[config.mk]
export PLATFORM = sky130hd
export DESIGN_NAME = csel_adder
export DESIGN_NICKNAME = d
export VERILOG_FILES = /design/src/rtl/csel_pkg.sv /design/src/rtl/csel_cand.sv /design/src/rtl/csel_pick.sv /design/src/rtl/csel_adder.sv
export SDC_FILE = /design/constraint.sdc
export NUM_CORES = 1
export LEC_CHECK = 0
export ABC_AREA = 1
export BUFFER_PORTS_ARGS = -buffer_cell sky130_fd_sc_hd__buf_2
export CORE_AREA = 3 3 97 99
export DETAILED_ROUTE_END_ITERATION = 16
export DIE_AREA = 0 0 100 102
export REMOVE_ABC_BUFFERS = 1
export SLEW_MARGIN = 25
export SYNTH_ARGS = -nofsm -noshare
export SYNTH_HDL_FRONTEND = slang
export SYNTH_SLANG_ARGS = --single-unit
[constraint.sdc]
create_clock -name vclk -period 12.99
set_clock_uncertainty 0.1 [all_clocks]
set_input_delay 0.6495 -clock vclk [all_inputs]
set_output_delay 0.6495 -clock vclk [all_outputs]
set_load 0.02 [all_outputs]
[src/rtl/csel_pkg.sv]
// Package: shared types for the per-bit carry select adder.
// Assumes: nothing beyond IEEE 1800-2017 packed structs.
package csel_pkg;

    // Both outcomes prepared by one bit before its incoming carry is known.
    typedef struct packed {
        logic sum_if0;    // sum bit when the entering carry is 0
        logic sum_if1;    // sum bit when the entering carry is 1
        logic carry_if0;  // outgoing carry when the entering carry is 0
        logic carry_if1;  // outgoing carry when the entering carry is 1
    } bit_cand_t;

endpackage

[src/rtl/csel_cand.sv]
// Module: csel_cand
// Builds both candidate outcomes for one bit from shared gates: a single
// XOR feeds both sum candidates (direct and inverted), and one AND plus
// one OR give the two carry candidates.
// Assumes: one bit of each operand; purely combinational.
module csel_cand
    import csel_pkg::*;
(
    input  logic      op_a,
    input  logic      op_b,
    output bit_cand_t cand
);

    logic diff;

    // Form the shared difference term and derive all four candidates from it.
    always_comb begin
        diff           = op_a ^ op_b;
        cand.sum_if0   = diff;
        cand.sum_if1   = ~diff;
        cand.carry_if0 = op_a & op_b;
        cand.carry_if1 = op_a | op_b;
    end

endmodule

[src/rtl/csel_pick.sv]
// Module: csel_pick
// Two-way selector for one bit: the carry chosen at the bit below picks
// the real sum bit and the real outgoing carry from the candidates.
// Assumes: sel_carry has settled from the lower bit; purely combinational.
module csel_pick
    import csel_pkg::*;
(
    input  bit_cand_t cand,
    input  logic      sel_carry,
    output logic      sum_bit,
    output logic      carry_out
);

    // Steer the candidate pair that matches the entering carry.
    always_comb begin
        if (sel_carry) begin
            sum_bit   = cand.sum_if1;
            carry_out = cand.carry_if1;
        end else begin
            sum_bit   = cand.sum_if0;
            carry_out = cand.carry_if0;
        end
    end

endmodule

[src/rtl/csel_adder.sv]
// Module: csel_adder (top)
// N-bit unsigned adder made of N independent select blocks. Each bit
// prepares both outcomes with shared gates, and a per-bit selector chained
// on the carry picks the real one. cin drives the selector of bit 0, and
// the carry selected at bit N-1 leaves as cout.
// Assumes: N >= 1. No clock or reset: the block is combinational.
module csel_adder #(
    parameter int N = 32
) (
    input  logic [N-1:0] a,
    input  logic [N-1:0] b,
    input  logic         cin,
    output logic [N-1:0] sum,
    output logic         cout
);
    import csel_pkg::*;

    localparam int CHAIN_W = N + 1;

    logic [CHAIN_W-1:0] chain;
    bit_cand_t          cands [N];

    // Feed the external carry into the bottom of the selection chain.
    assign chain[0] = cin;

    // One select block per bit: candidate logic followed by its selector.
    for (genvar i = 0; i < N; i++) begin : g_bit
        csel_cand u_cand (
            .op_a (a[i]),
            .op_b (b[i]),
            .cand (cands[i])
        );

        csel_pick u_pick (
            .cand      (cands[i]),
            .sel_carry (chain[i]),
            .sum_bit   (sum[i]),
            .carry_out (chain[i+1])
        );
    end

    // Carry selected at the top bit leaves the block.
    assign cout = chain[N];

endmodule

Word level (Yosys, flattened, before mapping):

Cells that the tools add are included.

* register bits: 0
* output and inout port bits: 33

* muxes and demuxes: 64
* bitwise logic cells: 128

Operators with widths (number)
* 1-bit two-way mux: 64
* 1-bit AND: 32
* 1-bit inverter: 32
* 1-bit OR: 32
* 1-bit XOR: 32

Depth between registers and ports, before layout:

Gate-level depths: netlist (run 1).

* depth in word-level cells: 33
* depth in mapped cells: 52

By module:

A second synthesis (run 1) with hierarchy kept.

* cells, all modules: 448
* area, all modules: 2362.3 um^2

Modules (own cells, without submodules)
* csel_cand: cells an instance 7, area each 47.5 um^2, times used 32, seq. area each 0.0 um^2
* csel_pick: cells an instance 7, area each 26.3 um^2, times used 32, seq. area each 0.0 um^2

Worst setup path after synthesis (run 1):

OpenSTA, ideal clock, no wires.

* kind: input port to output port
* start point: input a[0]
* end point: output sum[31]
* arrival time: 4.492 ns
* stages on the path: 49
* path slack: 7.749 ns
* path through: inv_1 > ha_1 > inv_1 > nand2_1 > nand3_2 > nand2_2 > nand2_2 > nand3_2 > nand2_2 > nand2_2 > nand3_2 > nand2_2 > nand2_2 > nand3_2 > nand2_2 > nand2_2 > nand3_2 > nand3_1 > [13 not listed] > nand3_2 > nand2_1 > nand2_2 > nand3_4 > nand3_2 > nand2_2 > nand2_2 > nand3_2 > nand2_2 > nand2_2 > nand3_2 > nand3_1 > nand3_2 > nand2_2 > nand2_2 > nand3_1 > nand2_1 > buf_4

* longest elaborated chain between the ends: 33
* elaborated cells between the ends (all ways): 34
* classes of those cells: mux (32); bitwise (2)

Ends and longest elaborated chain
* start, declared: RTL line csel_adder.sv:10 `input logic [N-1:0] a,`
* 1-bit AND or 1-bit OR (tied branches): RTL line csel_cand.sv:21, csel_cand.sv:22
* 1-bit two-way mux * (32 in series): RTL line csel_pick.sv:16 `if (sel_carry) begin`
* end, declared: RTL line csel_adder.sv:13 `output logic [N-1:0] sum,`

Every way passes the cells marked *; elsewhere a longest branch is shown, timed or not.

Worst setup path after layout (run 1):

* start point: input a[0]
* end point: output cout

* longest elaborated chain between the ends: 33
* elaborated cells between the ends (all ways): 34
* classes of those cells: mux (32); bitwise (2)

Ends and longest elaborated chain
* 1-bit AND or 1-bit OR (tied branches): RTL line csel_cand.sv:21, csel_cand.sv:22
* 1-bit two-way mux * (32 in series): RTL line csel_pick.sv:16
* end, declared: RTL line csel_adder.sv:14 `output logic cout`

Marks and branches as above.

==> results of run 1 <==
per-stage QoR:
stage,setup WS [ps],instance area [µm²],utilization
2_1_floorplan,7670,2750,-
3_3_place_gp,7220,3380,0.391
3_5_place_dp,7130,3380,0.391
4_1_cts,7120,3380,0.391
5_1_grt,6560,3380,0.391
6_report,7170,3380,0.391
layer usage:
layer,GRT usage,routed length (µm),vias up
met4,0,0,0
met5,0,0,-
li1,-,-,1351
met2,0.231,3130,44
met3,0.00137,221,0
met1,0.127,2220,1122
power by group:
part	switching, W	total, W	leakage [nW]	internal (W)
clock	0	0	0	0
combinational	0.000128	0.000205	2.08	0.0000763
sequential	0	0	0	0
total	0.000128	0.000205	2.08	0.0000763
cell type report:
type / count / area share
Inverter: 128 / 0.142
Multi-Input combinational cell: 255 / 0.672
Tap cell: 108 / 0.0400
Timing Repair Buffer: 98 / 0.145
Yosys cell counts:
library cell  instances  share of area
nand2_1              13          0.016
nand3b_1              1         0.0025
xor2_1               31          0.091
nand3_2              54           0.18
inv_2                 1         0.0013
nand3_1              34          0.057
inv_1               127           0.16
nand2_2              52           0.11
buf_4                32          0.080
nand3_4               6          0.035
ha_1                 64           0.27
critical path: cells and delay by family:
kind                       cells  cell delay (ps)
adders and majority gates      1              150
buffers and inverters          4              340
and+or+nand+nor               47             3900
path summary, 6_finish.rpt:
path / from / end / slack [ps] / depth (start not counted)
setup / recovery: a[0] / cout / 7170 / 52
hold / removal: cin / sum[0] / 1540 / 3
logic make-up (layout without fill, tap and decap cells):
kind of cell / after synthesis / count (layout) / share of synthesized area
xor gates and xnor gates: 31 / 31 / 0.0908
and+or+nand+nor: 160 / 160 / 0.400
adders and majority gates: 64 / 64 / 0.268
buffers and inverters: 160 / 226 / 0.241
==> results.json, run 1 <==
{
  "crit_arrival_ps": 5070,
  "fin_total_pwr_w": 0.000205,
  "slowest_stage": "ha_1",
  "holdBufCountCts": 0,
  "grt_max_degree": 5,
  "crit_top_cell": "nand2_2",
  "critPathMaxStageDelay_ps": 150,
  "hold_viol": 0,
  "area_growth_pct": 12.9,
  "place_inst": 589,
  "setup_viol": 0,
  "ant_nets": 0,
  "dp_hpwl_um": 5380,
  "fin_hold_ws_ps": 1540,
  "final_common_cell": "inv_1",
  "cts_resized": 0,
  "seq_area_um2": 0,
  "vdd_drop_max_mv": 0.0237,
  "grt_pass1_wl_um": 9790,
  "core_um2": 8640,
  "outcome": "complete, no violations",
  "tns_ps": 0,
  "ys_warn_count": 0,
  "fillers": 921,
  "gp_congestion": 0.845,
  "cap_viol_max_count": 0,
  "dieArea_um2": 10200,
  "crit_path_end_kind": "primary output",
  "path_max_fanout": 3,
  "hold_path.class": "in2out",
  "ys_seq_area_frac": 0,
  "grt_pass1_vias": 2441,
  "die_y_um": 102,
  "synth_cell_types": 11,
  "grtUsageTotal": 0.109,
  "period_minus_slack_ps": 5820,
  "p_leak_nw": 2.08,
  "clkbuf_count": 0,
  "layout_common_cells": "127 x inv_1, 98 x buf_2, 64 x ha_1",
  "seq_cell_count": 0,
  "grt_antenna_before_repair": 0,
  "via_count": 2517,
  "slew_viol_final": 0,
  "avgSynthCellArea_um2": 7.21,
  "drc_errors": 0,
  "max_slew_margin": 0.888,
  "rsz0062_at_grt": "no",
  "multi_input_area_um2": 2270,
  "startpoint_type": "input pin",
  "fin_crit_sh": 0.448,
  "antenna_cells": 0,
  "stdcell_count": 589,
  "synth_cells": 415,
  "routed_wl_um": 5570,
  "synth_area_um2": 2990,
  "final_nets": 612,
  "path_class": "in2out",
  "firstDrtPassIters": 4,
  "grt_overflow": 0,
  "worst_pin_slew_ps": 167,
  "numPortBuffers": 98,
  "drive_above_1_share": 0.439,
  "cts_post_setup_buffers_inserted": 0,
  "std_cell_rows": 34,
  "fmax_mhz": 172,
  "fp.dieW_um": 100,
  "ios": 98,
  "p_per_area_nw_per_um2": 60.6,
  "drt_iter0_markers": 16,
  "wl_per_cell_um": 9.46,
  "vias_per_cell": 4.27,
  "critPathRequiredTime_ps": 12240,
  "start_util": 0.346
}
Power figures use the tool's default switching activity.
==> inputs of run 2 (changes only) <==
==> constraint.sdc (replaced) <==
create_clock -name vclk -period 6
set_clock_uncertainty 0.1 [all_clocks]
set_input_delay 0.3 -clock vclk [all_inputs]
set_output_delay 0.3 -clock vclk [all_outputs]
set_load 0.02 [all_outputs]
==> run 2 against run 1 <==
  * Sequential cell count is the same
  * Combinational power grew 120%
  * Worst setup slack worse by 6300 ps
  * Critical path depth decreased by 2
  * Global-route usage decreased by 0.30 points
  * Wire length fell by 1.3%
  * Largest power group unchanged
==> results.json, run 2 (synthesis results as in run 1) <==
{
  "critPathMaxStageDelay_ps": 150,
  "final_common_cell": "inv_1",
  "seq_area_um2": 0,
  "place_inst": 589,
  "outcome": "complete, no violations",
  "dieArea_um2": 10200,
  "die_y_um": 102,
  "grt_antenna_before_repair": 0,
  "wl_per_cell_um": 9.34,
  "worst_pin_slew_ps": 169,
  "setup_viol": 0,
  "path_class": "in2out",
  "period_minus_slack_ps": 5120,
  "grt_pass1_vias": 2423,
  "critPathRequiredTime_ps": 5600,
  "numPortBuffers": 98,
  "start_util": 0.346,
  "startpoint_type": "input pin",
  "grt_pass1_wl_um": 9560,
  "crit_top_cell": "nand2_2",
  "hold_viol": 0,
  "core_um2": 8640,
  "final_area_um2": 3380,
  "p_per_area_nw_per_um2": 131,
  "rsz0062_at_grt": "no",
  "cts_resized": 0,
  "hold_path_startpoint": "cin",
  "vdd_drop_max_mv": 0.0512,
  "fin_crit_sh": 0.853,
  "multi_input_area_um2": 2270,
  "routed_wl_um": 5500,
  "p_leak_nw": 2.08,
  "grtUsageTotal": 0.106,
  "std_cell_rows": 34,
  "fillers": 913,
  "stdcell_count": 589,
  "drc_errors": 0,
  "gp_congestion": 0.852,
  "vias_per_cell": 4.24,
  "layout_common_cells": "127 x inv_1, 98 x buf_2, 64 x ha_1",
  "drt_iter0_markers": 28,
  "path_max_fanout": 3,
  "slowest_stage": "ha_1",
  "tns_ps": 0,
  "seq_cell_count": 0,
  "place_area_um2": 3380,
  "cts_post_setup_buffers_inserted": 0,
  "via_count": 2496,
  "clkbuf_count": 0,
  "holdPathStages": 3,
  "hold_end": "sum[0]",
  "grt_max_degree": 5,
  "grt_overflow": 0,
  "cap_viol_max_count": 0,
  "holdBufCountCts": 0,
  "area_growth_pct": 12.9,
  "antenna_cells": 0,
  "crit_path_end_kind": "primary output",
  "ant_nets": 0,
  "slew_viol_final": 0,
  "drive_above_1_share": 0.439,
  "crit_arrival_ps": 4720,
  "ios": 98,
  "fp.dieW_um": 100,
  "dp_hpwl_um": 5310,
  "fmax_mhz": 195,
  "firstDrtPassIters": 4,
  "final_nets": 612,
  "hold_path.class": "in2out",
  "max_slew_margin": 0.887
}
-- run 2: cell counts in the layout (fill, tap and decap cells not counted) --
Identical to the previous run, type by type.
-- run 2: how the worst max path moves through the flow --
stage / startpoint / endpoint / depth (start not counted)
after floorplan: a[0] / sum[30] / 46
after global placement: a[0] / sum[31] / 50
after detailed placement: a[0] / cout / 50
after CTS: a[0] / cout / 50
after global routing: b[0] / cout / 48
final: a[0] / sum[31] / 50
-- run 2: through the flow --
step	total power, W	hold slack [ps]	setup WS, ps	utilization
floorplan	0.000324	624	1380	-
global placement	0.000441	835	922	0.391
detailed placement	0.000448	857	830	0.391
CTS	0.000450	857	817	0.391
global route	0.000490	877	273	0.391
finish	0.000442	852	881	0.391
-- run 2: worst max-delay path, delay by kind of cell --
family                   cells  cell delay, ps
buffers and inverters        4             340
adder cells (fa/ha/maj)      1             150
AND/OR/NAND/NOR             45            3900
-- run 2: power breakdown --
| part | internal (W) | switching [W] | total, W |
|---|---|---|---|
| registers | 0 | 0 | 0 |
| clock network | 0 | 0 | 0 |
| logic | 0.000165 | 0.000277 | 0.000442 |
-- run 2: area by class of cell --
cell class | count | share of cell area
Timing Repair Buffer | 98 | 0.145
Inverter | 128 | 0.142
Tap cell | 108 | 0.0400
Multi-Input combinational cell | 255 | 0.672
-- run 2: per-layer routing --
layer | wire (µm) | share of wire | GRT usage
met1 | 2260 | 0.41 | 0.127
met2 | 3030 | 0.55 | 0.220
met3 | 211 | 0.038 | 0.00273
met4 | 0 | 0 | 0.00104
met5 | 0 | 0 | 0
